## src/rtl/pwmx_pkg.sv

```systemverilog
// pwmx_pkg: shared constants, the per-channel control record and the
// divider decode used by the dual PWM block.
// Assumes at most two channels, so that both 15-bit fields fit in a 32-bit word.
package pwmx_pkg;

    localparam int NCH     = 2;   // channel count
    localparam int CODE_W  = 4;   // divider code width
    localparam int FIELD_W = 15;  // control-word slice per channel
    localparam int DIV_W   = 17;  // wide enough for the largest divider

    // Control fields of one channel, laid out LSB first as code, en, pol, gate, mode, start
    typedef struct packed {
        logic              start;
        logic              mode;
        logic              gate;
        logic              pol;
        logic              en;
        logic [CODE_W-1:0] code;
    } chan_cfg_t;

    localparam int CFG_W = $bits(chan_cfg_t);

    // Decode a divider code into a clock count; zero marks an invalid code
    function automatic logic [DIV_W-1:0] div_of(input logic [CODE_W-1:0] c);
        case (c)
            4'h0:    return DIV_W'(120);
            4'h1:    return DIV_W'(180);
            4'h2:    return DIV_W'(240);
            4'h3:    return DIV_W'(360);
            4'h4:    return DIV_W'(480);
            4'h8:    return DIV_W'(12000);
            4'h9:    return DIV_W'(24000);
            4'hA:    return DIV_W'(36000);
            4'hB:    return DIV_W'(48000);
            4'hC:    return DIV_W'(72000);
            default: return '0;
        endcase
    endfunction

endpackage

```

## src/rtl/pwmx_regs.sv

```systemverilog
// pwmx_regs: register file holding the shared control word and one period
// word per channel.
// Assumes single-cycle writes. Read data is combinational on the address.
// A done pulse from a channel clears that channel's start bit; a control
// write in the same cycle overrides the clear.
module pwmx_regs
    import pwmx_pkg::*;
#(
    parameter int CNT_W  = 16,
    parameter int BUS_W  = 32,
    parameter int ADDR_W = 2
) (
    input  logic                             clk_i,
    input  logic                             rst_ni,
    input  logic                             we_i,
    input  logic [ADDR_W-1:0]                addr_i,
    input  logic [BUS_W-1:0]                 wdata_i,
    output logic [BUS_W-1:0]                 rdata_o,
    input  logic [NCH-1:0]                   done_i,
    output chan_cfg_t [NCH-1:0]              cfg_o,
    output logic [NCH-1:0][CNT_W-1:0]        act_o,
    output logic [NCH-1:0][CNT_W-1:0]        ent_o
);

    localparam int PER_W = 2 * CNT_W;

    chan_cfg_t [NCH-1:0]        cfg_q;
    logic [NCH-1:0][PER_W-1:0]  per_q;

    // Register update: hardware start clear first, bus write last so it wins
    always_ff @(posedge clk_i) begin
        if (!rst_ni) begin
            cfg_q <= '0;
            per_q <= '0;
        end else begin
            for (int i = 0; i < NCH; i++) begin
                if (done_i[i]) cfg_q[i].start <= 1'b0;
            end
            if (we_i && addr_i == '0) begin
                for (int i = 0; i < NCH; i++) begin
                    cfg_q[i] <= chan_cfg_t'(wdata_i[i*FIELD_W +: CFG_W]);
                end
            end
            for (int i = 0; i < NCH; i++) begin
                if (we_i && addr_i == ADDR_W'(i + 1)) per_q[i] <= wdata_i[PER_W-1:0];
            end
        end
    end

    // Read mux: control word at 0, period words after it, zero elsewhere
    always_comb begin
        rdata_o = '0;
        if (addr_i == '0) begin
            for (int i = 0; i < NCH; i++) rdata_o[i*FIELD_W +: CFG_W] = cfg_q[i];
        end else begin
            for (int i = 0; i < NCH; i++) begin
                if (addr_i == ADDR_W'(i + 1)) rdata_o[PER_W-1:0] = per_q[i];
            end
        end
    end

    // Field split of the period words
    always_comb begin
        for (int i = 0; i < NCH; i++) begin
            act_o[i] = per_q[i][CNT_W-1:0];
            ent_o[i] = per_q[i][PER_W-1:CNT_W];
        end
    end

    assign cfg_o = cfg_q;

endmodule

```

## src/rtl/pwmx_prescaler.sv

```systemverilog
// pwmx_prescaler: turns the reference clock into a one-clock tick every
// div_of(code) clocks while run_i is high.
// Assumes run_i is low whenever the code is invalid; valid_o reports that.
// The count is held at zero while stopped, so a fresh start is aligned.
module pwmx_prescaler
    import pwmx_pkg::*;
(
    input  logic              clk_i,
    input  logic              rst_ni,
    input  logic [CODE_W-1:0] code_i,
    input  logic              run_i,
    output logic              valid_o,
    output logic              tick_o
);

    logic [DIV_W-1:0] div;
    logic [DIV_W-1:0] pre_q;

    assign div     = div_of(code_i);
    assign valid_o = (div != '0);
    assign tick_o  = run_i && (pre_q >= div - DIV_W'(1));

    // Divider count: clear while stopped or at wrap, else advance
    always_ff @(posedge clk_i) begin
        if (!rst_ni || !run_i) pre_q <= '0;
        else if (tick_o)       pre_q <= '0;
        else                   pre_q <= pre_q + DIV_W'(1);
    end

    AST_PRE_RESTART: assert property (@(posedge clk_i) disable iff (!rst_ni)
        $rose(run_i) |-> (pre_q == '0)) else $error("divider not aligned on start");

endmodule

```

## src/rtl/pwmx_channel.sv

```systemverilog
// pwmx_channel: the period counter and output shaping for one channel.
// Assumes tick_i comes from a prescaler gated by go_o. The period values
// are copied in while stopped and at each period wrap. In mode 1 the
// channel flags done_o at the wrap so that the start bit is cleared.
module pwmx_channel #(
    parameter int CNT_W = 16
) (
    input  logic             clk_i,
    input  logic             rst_ni,
    input  logic             en_i,
    input  logic             gate_i,
    input  logic             pol_i,
    input  logic             mode_i,
    input  logic             start_i,
    input  logic             code_ok_i,
    input  logic [CNT_W-1:0] act_i,
    input  logic [CNT_W-1:0] ent_i,
    input  logic             tick_i,
    output logic             go_o,
    output logic             done_o,
    output logic             pwm_o
);

    logic [CNT_W-1:0] cnt_q, act_l, ent_l;
    logic             last, hit;

    assign go_o   = en_i && gate_i && code_ok_i && (!mode_i || start_i);
    assign last   = (ent_l == '0) || (cnt_q >= ent_l - CNT_W'(1));
    assign done_o = go_o && tick_i && last && mode_i;
    assign hit    = (cnt_q < act_l) || (act_l >= ent_l);
    assign pwm_o  = (go_o && hit) ? pol_i : !pol_i;

    // Period position and latched counts: follow the registers while stopped
    always_ff @(posedge clk_i) begin
        if (!rst_ni) begin
            cnt_q <= '0;
            act_l <= '0;
            ent_l <= '0;
        end else if (!go_o) begin
            cnt_q <= '0;
            act_l <= act_i;
            ent_l <= ent_i;
        end else if (tick_i) begin
            if (last) begin
                cnt_q <= '0;
                act_l <= act_i;
                ent_l <= ent_i;
            end else begin
                cnt_q <= cnt_q + CNT_W'(1);
            end
        end
    end

    AST_LATCH_HOLD: assert property (@(posedge clk_i) disable iff (!rst_ni)
        (go_o && !tick_i) |=> ($stable(act_l) && $stable(ent_l))) else $error("period copy moved mid-period");
    AST_CNT_BOUND: assert property (@(posedge clk_i) disable iff (!rst_ni)
        (go_o && ent_l != '0) |-> (cnt_q < ent_l)) else $error("position beyond period");

endmodule

```

## src/rtl/pwm_dual_gen.sv

```systemverilog
// pwm_dual_gen: top of the two-channel prescaled PWM. It ties the register
// file to one prescaler and one period counter per channel.
// Assumes a single clock domain and a synchronous active-low reset.
module pwm_dual_gen
    import pwmx_pkg::*;
#(
    parameter int CNT_W  = 16,
    parameter int BUS_W  = 32,
    parameter int ADDR_W = 2
) (
    input  logic              clk_i,
    input  logic              rst_ni,
    input  logic              bus_we_i,
    input  logic [ADDR_W-1:0] bus_addr_i,
    input  logic [BUS_W-1:0]  bus_wdata_i,
    output logic [BUS_W-1:0]  bus_rdata_o,
    output logic [NCH-1:0]    pwm_o
);

    chan_cfg_t [NCH-1:0]         cfg;
    logic [NCH-1:0][CNT_W-1:0]   act, ent;
    logic [NCH-1:0]              done, go, tick, valid;

    pwmx_regs #(.CNT_W(CNT_W), .BUS_W(BUS_W), .ADDR_W(ADDR_W)) u_regs (
        .clk_i   (clk_i),
        .rst_ni  (rst_ni),
        .we_i    (bus_we_i),
        .addr_i  (bus_addr_i),
        .wdata_i (bus_wdata_i),
        .rdata_o (bus_rdata_o),
        .done_i  (done),
        .cfg_o   (cfg),
        .act_o   (act),
        .ent_o   (ent)
    );

    for (genvar g = 0; g < NCH; g++) begin : g_ch
        pwmx_prescaler u_pre (
            .clk_i   (clk_i),
            .rst_ni  (rst_ni),
            .code_i  (cfg[g].code),
            .run_i   (go[g]),
            .valid_o (valid[g]),
            .tick_o  (tick[g])
        );

        pwmx_channel #(.CNT_W(CNT_W)) u_chan (
            .clk_i     (clk_i),
            .rst_ni    (rst_ni),
            .en_i      (cfg[g].en),
            .gate_i    (cfg[g].gate),
            .pol_i     (cfg[g].pol),
            .mode_i    (cfg[g].mode),
            .start_i   (cfg[g].start),
            .code_ok_i (valid[g]),
            .act_i     (act[g]),
            .ent_i     (ent[g]),
            .tick_i    (tick[g]),
            .go_o      (go[g]),
            .done_o    (done[g]),
            .pwm_o     (pwm_o[g])
        );

        AST_OFF_INACTIVE: assert property (@(posedge clk_i) disable iff (!rst_ni)
            !(cfg[g].en && cfg[g].gate) |-> (pwm_o[g] == !cfg[g].pol)) else $error("stopped channel active");
        AST_BAD_CODE_IDLE: assert property (@(posedge clk_i) disable iff (!rst_ni)
            !valid[g] |-> (pwm_o[g] == !cfg[g].pol)) else $error("invalid code not idle");
        AST_SHOT_CLEAR: assert property (@(posedge clk_i) disable iff (!rst_ni)
            (done[g] && !(bus_we_i && bus_addr_i == '0)) |=> !cfg[g].start) else $error("start bit kept");
    end

endmodule

```

## config.mk

```make
export PLATFORM = sky130hd
export DESIGN_NAME = pwm_dual_gen
export DESIGN_NICKNAME = d
export VERILOG_FILES = /design/src/rtl/pwmx_pkg.sv /design/src/rtl/pwmx_regs.sv /design/src/rtl/pwmx_prescaler.sv /design/src/rtl/pwmx_channel.sv /design/src/rtl/pwm_dual_gen.sv
export SDC_FILE = /design/constraint.sdc
export NUM_CORES = 1
export LEC_CHECK = 0
export BUFFER_PORTS_ARGS = -buffer_cell sky130_fd_sc_hd__buf_4
export CAP_MARGIN = 30
export CORE_ASPECT_RATIO = 0.8
export CORE_UTILIZATION = 35
export CTS_BUF_LIST = sky130_fd_sc_hd__clkbuf_4
export CTS_CLUSTER_DIAMETER = 100
export DETAILED_ROUTE_END_ITERATION = 7
export PLACE_DENSITY = 0.52
export SLEW_MARGIN = 20
export SYNTH_ARGS = -nofsm -noshare
export SYNTH_HDL_FRONTEND = slang
export SYNTH_HIERARCHICAL = 1
export SYNTH_SLANG_ARGS = --single-unit
export TNS_END_PERCENT = 30
```

## constraint.sdc

```tcl
create_clock -name clk_i -period 5.4 [get_ports clk_i]
set_clock_uncertainty 0.15 [all_clocks]
set_input_delay 0.54 -clock clk_i [delete_from_list [all_inputs] [get_ports clk_i]]
set_output_delay 0.54 -clock clk_i [all_outputs]
set_load 0.01 [all_outputs]
```

======== After elaboration in Yosys (flattened, before gate mapping) ========
Memory sizes are Yosys's and may differ from the RTL's. A register that Yosys moved wholly into a read port is not among the register bits.
Cells that the tools add are included.
storage, ports and cells
  bits in read-only memories .............. 480
  register bits after elaboration ......... 212
  input port bits ......................... 37
  output and inout bits ................... 34
  memories kept ........................... 2
  word-level logic and storage cells ...... 122
operators by class
  eq/ne operators ......................... 6
  reduce and logical (&&, ||, !) cells .... 47
  $add $sub $neg .......................... 8
  muxes and demuxes ....................... 29
  magnitude comparators ................... 8
memories
  memory            depth  width  read ports  clocked after Yosys merged registers in  write ports  line            text
  (name not given)  16     15     1           1                                        0            pwmx_pkg.sv:25  case (c)
  (name not given)  16     15     1           1                                        0            pwmx_pkg.sv:25
operators by type and width
  cell                                                                     number
  16-bit 2-to-1 mux                                                        14
  16-bit >= comparator                                                     4
  32-bit 2-to-1 mux                                                        2
  17-bit by 1-bit adder with 17-bit output, second input constant          2
  17-bit >= comparator                                                     2
  17-bit nonzero test                                                      2
  17-bit by 1-bit subtractor with 17-bit output, second input constant     2
  16-bit by 1-bit adder with 16-bit output, second input constant          2
  16-bit zero test                                                         2
  16-bit < comparator                                                      2
  16-bit by 1-bit subtractor with 16-bit output, second input constant     2
  1-bit logical AND                                                        19
  18-bit 2-to-1 mux                                                        1
  9-bit 2-to-1 mux                                                         2
  4-bit 2-to-1 mux                                                         4
  1-bit logical OR                                                         8
  8-bit 2-to-1 mux                                                         1
  2-bit AND reduction                                                      4
  1-bit zero test                                                          7
  6-bit 2-to-1 mux                                                         1
  1-bit 2-to-1 mux                                                         4
  2-bit by 1-bit inequality test with 1-bit output, second input constant  2
  2-bit inequality test, second input constant                             2
  2-bit nonzero test                                                       2
  other kinds (4)                                                          5

======== Depth between registers and ports, before layout ========
  depth in word-level cells ............... 9
  gate-level depth with buffers ........... 22
  depth with buffers taken out ............ 19

======== Cells and area by module ========
The synthesis kept the hierarchy.
by module, submodules not included
  module                          area each (sq um)  instances  cells each  seq. area each (sq um)
  pwmx_channel (g_ch[0].u_chan)   4,186.5            1          557         960.9
  pwmx_channel (g_ch[1].u_chan)   3,696.0            1          420         960.9
  pwmx_regs                       3,559.7            1          365         1,641.6
  pwmx_prescaler (g_ch[0].u_pre)  1,686.6            1          209         340.3
  pwmx_prescaler (g_ch[1].u_pre)  1,602.8            1          199         340.3

======== Worst setup path after synthesis ========
Ideal clock, no wire load.
  path type ............................... register to register
  start point ............................. reg, netlist name u_regs/cfg_o[9]
  end point ............................... reg g_ch[1].u_chan.cnt_q[8]
  data required time ...................... 5.135 ns
  clock period less this slack ............ 4.599 ns
  library setup time ...................... 0.115 ns
  buffers on the path ..................... 2
  arrival ................................. 4.334 ns
  cell stages (with the launch flop) ...... 22
  path slack .............................. 0.801 ns
  cells stage by stage .................... dfxtp_1 clkbuf_1 inv_1 ha_1 inv_1 nand2_1 ha_1 o311ai_0 a211oi_1 a21oi_1 ha_1 nand4_1 or3_1 a211oi_2 o31a_1 buf_2 nand3_1 or2_2 inv_1 and3_1 xnor2_1 nor2_1
RTL lines
  item                  line                text
  to (signal assigned)  pwmx_channel.sv:49  cnt_q <= cnt_q + CNT_W'(1);
  to (decl)             pwmx_channel.sv:24  logic [CNT_W-1:0] cnt_q, act_l, ent_l;

==> run summary <==
FF-to-FF Start = u_regs/cfg_o[10]
Synth Area in Simple Gates = 0.222
Yosys warnings = 6
Initial antenna violation count = 1
Layout Nets = 2006
Largest cells by area after synthesis = dfxtp_1 (29%), ha_1 (12%), mux2i_1 (6.9%)
Endpoints failing hold = 0
Yosys top cell area share = 0.288
Synthesized flop and latch total = 212
Antenna viol nets, final = 0
Synth Area in Compound Gates = 0.186
CTS tree = done
Final wirelength = 43.6 mm
CP Data Arrival Time = 4.07 ns
Crit-path max cell delay = 0.66 ns
Cells along the critical path = inv_1 -> ha_1 -> inv_1 -> nand2_1 -> ha_1 -> nand3_1 -> nand4_1 -> nor2_1 -> mux2_2 -> a2111oi_1 -> buf_4
Count leader, synth = dfxtp_1
Routed vias = 13400
Crit path time final = 4.76 ns
Pre-antenna DRT Iters = 5
Syn Std Cell Area = 0.0147 sq mm
R2r endpoint = u_regs/cfg_o[17]
Status = finished clean
Crit path max fanout = 16
Finished Core Util = 0.406
Buf/Inv on CP = 3
Max Cap Violations = 0
Initial Util = 0.359
Die Y = 186 um
Max_slew headroom = 0.363
Reg2reg setup slack = 0.72 ns
Critical path class = reg -> out
Synth Net Count = 1931
Inserted Clock Buffers = 57
FP Rows = 66
CP Data Required Time = 4.71 ns
Fmax = 210 MHz
Xor/xnor share of the synthesized area = 0.0470
EDFF count, synth = 0
CTS root buffer = clkbuf_4
GRT Resource Usage Total = 0.204
Max Root-Sink Buffers = 3
RSZ-0062 raised after global routing = no
Drc violations = 0
Hold Crit Class = reg -> reg
TNS Setup = 0 ns
Synth Area in Adders = 0.122
First-pass GRT wire length = 70.5 mm
Max Slew Vio Count = 0
Count of cell types in the netlist = 86
Setup-failing EPs final = 0
Crit start category = register
GP Congestion = 0.886
Ys async rst share = 0
Leak Pwr = 6.49 nW
Reg2reg path depth = 17
Worst slew pin tran = 0.955 ns
CP delay by family, top = adder cells
VDD IR max = 0.000119 V
Hold Path End = g_ch[1].u_chan/ent_l[5]
Setup WS post-layout = 0.639 ns
Routed len/inst = 18.1 um
Vias/cell = 5.56
CTS resizes = 0
Register area share after synthesis = 0.288
Register area = 0.00424 sq mm
Hpwl dp = 30.7 mm
Syn Inst Count = 1750
Post-synth top area cell = dfxtp_1
Fillcell total = 4122
Crit. Startpoint = u_regs/cfg_o[1]
Chip width = 231 um
Syn_area_per_cell = 8.42 sq um
Hold path cells = 2
TritonCTS Sinks = 212
Vias in the first global route = 13000
I/O pins = 71
Core area = 0.0410 sq mm
Crit end category = output port
Worst-Skew Late Latency = 0.78 ns
Main combinational cell family by area after synthesis = simple AND/OR/NAND/NOR gates
H-tree depth = 2
I/O Buffers = 70
Synth top cells by count = dfxtp_1 (212), nand2_1 (176), ha_1 (144)
Area delta synth->final = 13.1%
Hold Path Origin = u_regs/ent_o[21]
CP max-delay cell = dfxtp_1
Overall power = 3.59 mW
Final period util = 0.882
DRT iter0 DRCs = 833
PwrDens = 216 mW/mm^2
Post-Place Worst Slack = 0.695 ns
Share of cells above drive strength 1 = 0.152
Final hold slack = 0.287 ns
GRT Residual Overflow = 0
Largest net degree at the start of global routing = 97
Die ar. = 0.0429 sq mm
Reg clk slew, reported paths = 0.07 ns
Multiplexer area fraction after synthesis = 0.0708
Ys flop type = dfxtp_1
Footprint of the multi-input gates = 0.00957 sq mm
report_power, final:
part | leakage, nW | internal (mW) | switching (mW)
combinational | 4.37 | 0.202 | 0.319
sequential | 1.72 | 1.59 | 0.0388
clock | 0.410 | 0.696 | 0.742
total | 6.49 | 2.49 | 1.10
timing repair:
item,in CTS,in global routing
setup buffers,0,0
hold buffers,34,0
endpoints found under the hold margin,80,0
through the flow:
stage / cells / cell area, sq um
floorplan: 1750 / 14700
detailed placement: 2276 / 15600
CTS: 2411 / 16700
finish: 2412 / 16700
global placement: 2272 / 15600
global route: 2412 / 16700
tightest hold or removal path, stage by stage, from the launching register on:
cell,delay (ns)
dfxtp_1,0.33
o21ai_2,0.07
a21oi_2,0.05
cells in the final DEF, fill, tap and decap left out, types with 9 or more instances in the layout:
cell           instances
o21ai_2               29
a21o_1                11
a211oi_1              14
dlygate4sd3_1         34
nand2_1              176
nand2b_1              21
o21ai_0               32
inv_1                 86
ha_1                 144
clkinv_1              14
or3_1                  9
xor2_1                28
o2bb2ai_1             19
dfxtp_1              212
nand4_1               36
nand3_1              136
xnor2_1               51
and3_1                11
a21oi_1               65
nor3_1                77
clkbuf_4              82
a22o_1                14
a21oi_2               31
mux2i_1              102
o21ai_1               11
buf_4                 97
nor2b_1               12
o2111ai_1             33
nor4_1                59
nor2_1                52
a31oi_1               37
worst max path at each step:
stage | to | slack [ns] | cells after the start
after floorplan | g_ch[1].u_chan/cnt_q[8] | 0.80 | 21
after global placement | u_regs/cfg_o[17] | 0.79 | 17
after detailed placement | u_regs/cfg_o[17] | 0.69 | 17
after CTS | pwm_o[0] | 0.55 | 11
after global routing | g_ch[0].u_chan/cnt_q[8] | 0.26 | 15
final | pwm_o[0] | 0.64 | 11
registers in the layout (all words and copies together), names as in the netlist:
signal             flops
u_regs/act_o          32
g_ch.u_chan/ent_l     32
u_regs/ent_o          32
g_ch.u_chan/act_l     32
u_regs/cfg_o          18
g_ch.u_chan/cnt_q     32
g_ch.u_pre/pre_q      34
final cells by class:
type	count	share of cell area
multi-input cells	1331	0.574
flip-flops and latches	212	0.255
repair buffers	135	0.0679
well taps	544	0.0409
clock buffers	82	0.0370
inverters	88	0.0198
clock inverters	19	0.00518
diodes	1	0.000150
layer usage:
| metal | wire length (um) | global-route usage | vias up |
|---|---|---|---|
| li1 | - | - | 6666 |
| met1 | 21900 | 0.291 | 6386 |
| met2 | 18500 | 0.313 | 300 |
| met3 | 2260 | 0.0365 | 62 |
| met4 | 873 | 0.0540 | 0 |
| met5 | 0 | 0 | - |
logic make-up (layout without fill, tap and decap cells):
family,count (synthesis),in the layout
flip-flops,212,212
AND/OR/NAND/NOR,636,636
other,0,1
XOR/XNOR,79,79
buffers and inverters,207,324
AO/OA/AOI/OAI,368,368
multiplexers,104,104
adder cells (fa/ha/maj),144,144
Note: power is estimated with default switching activity, not from simulation.
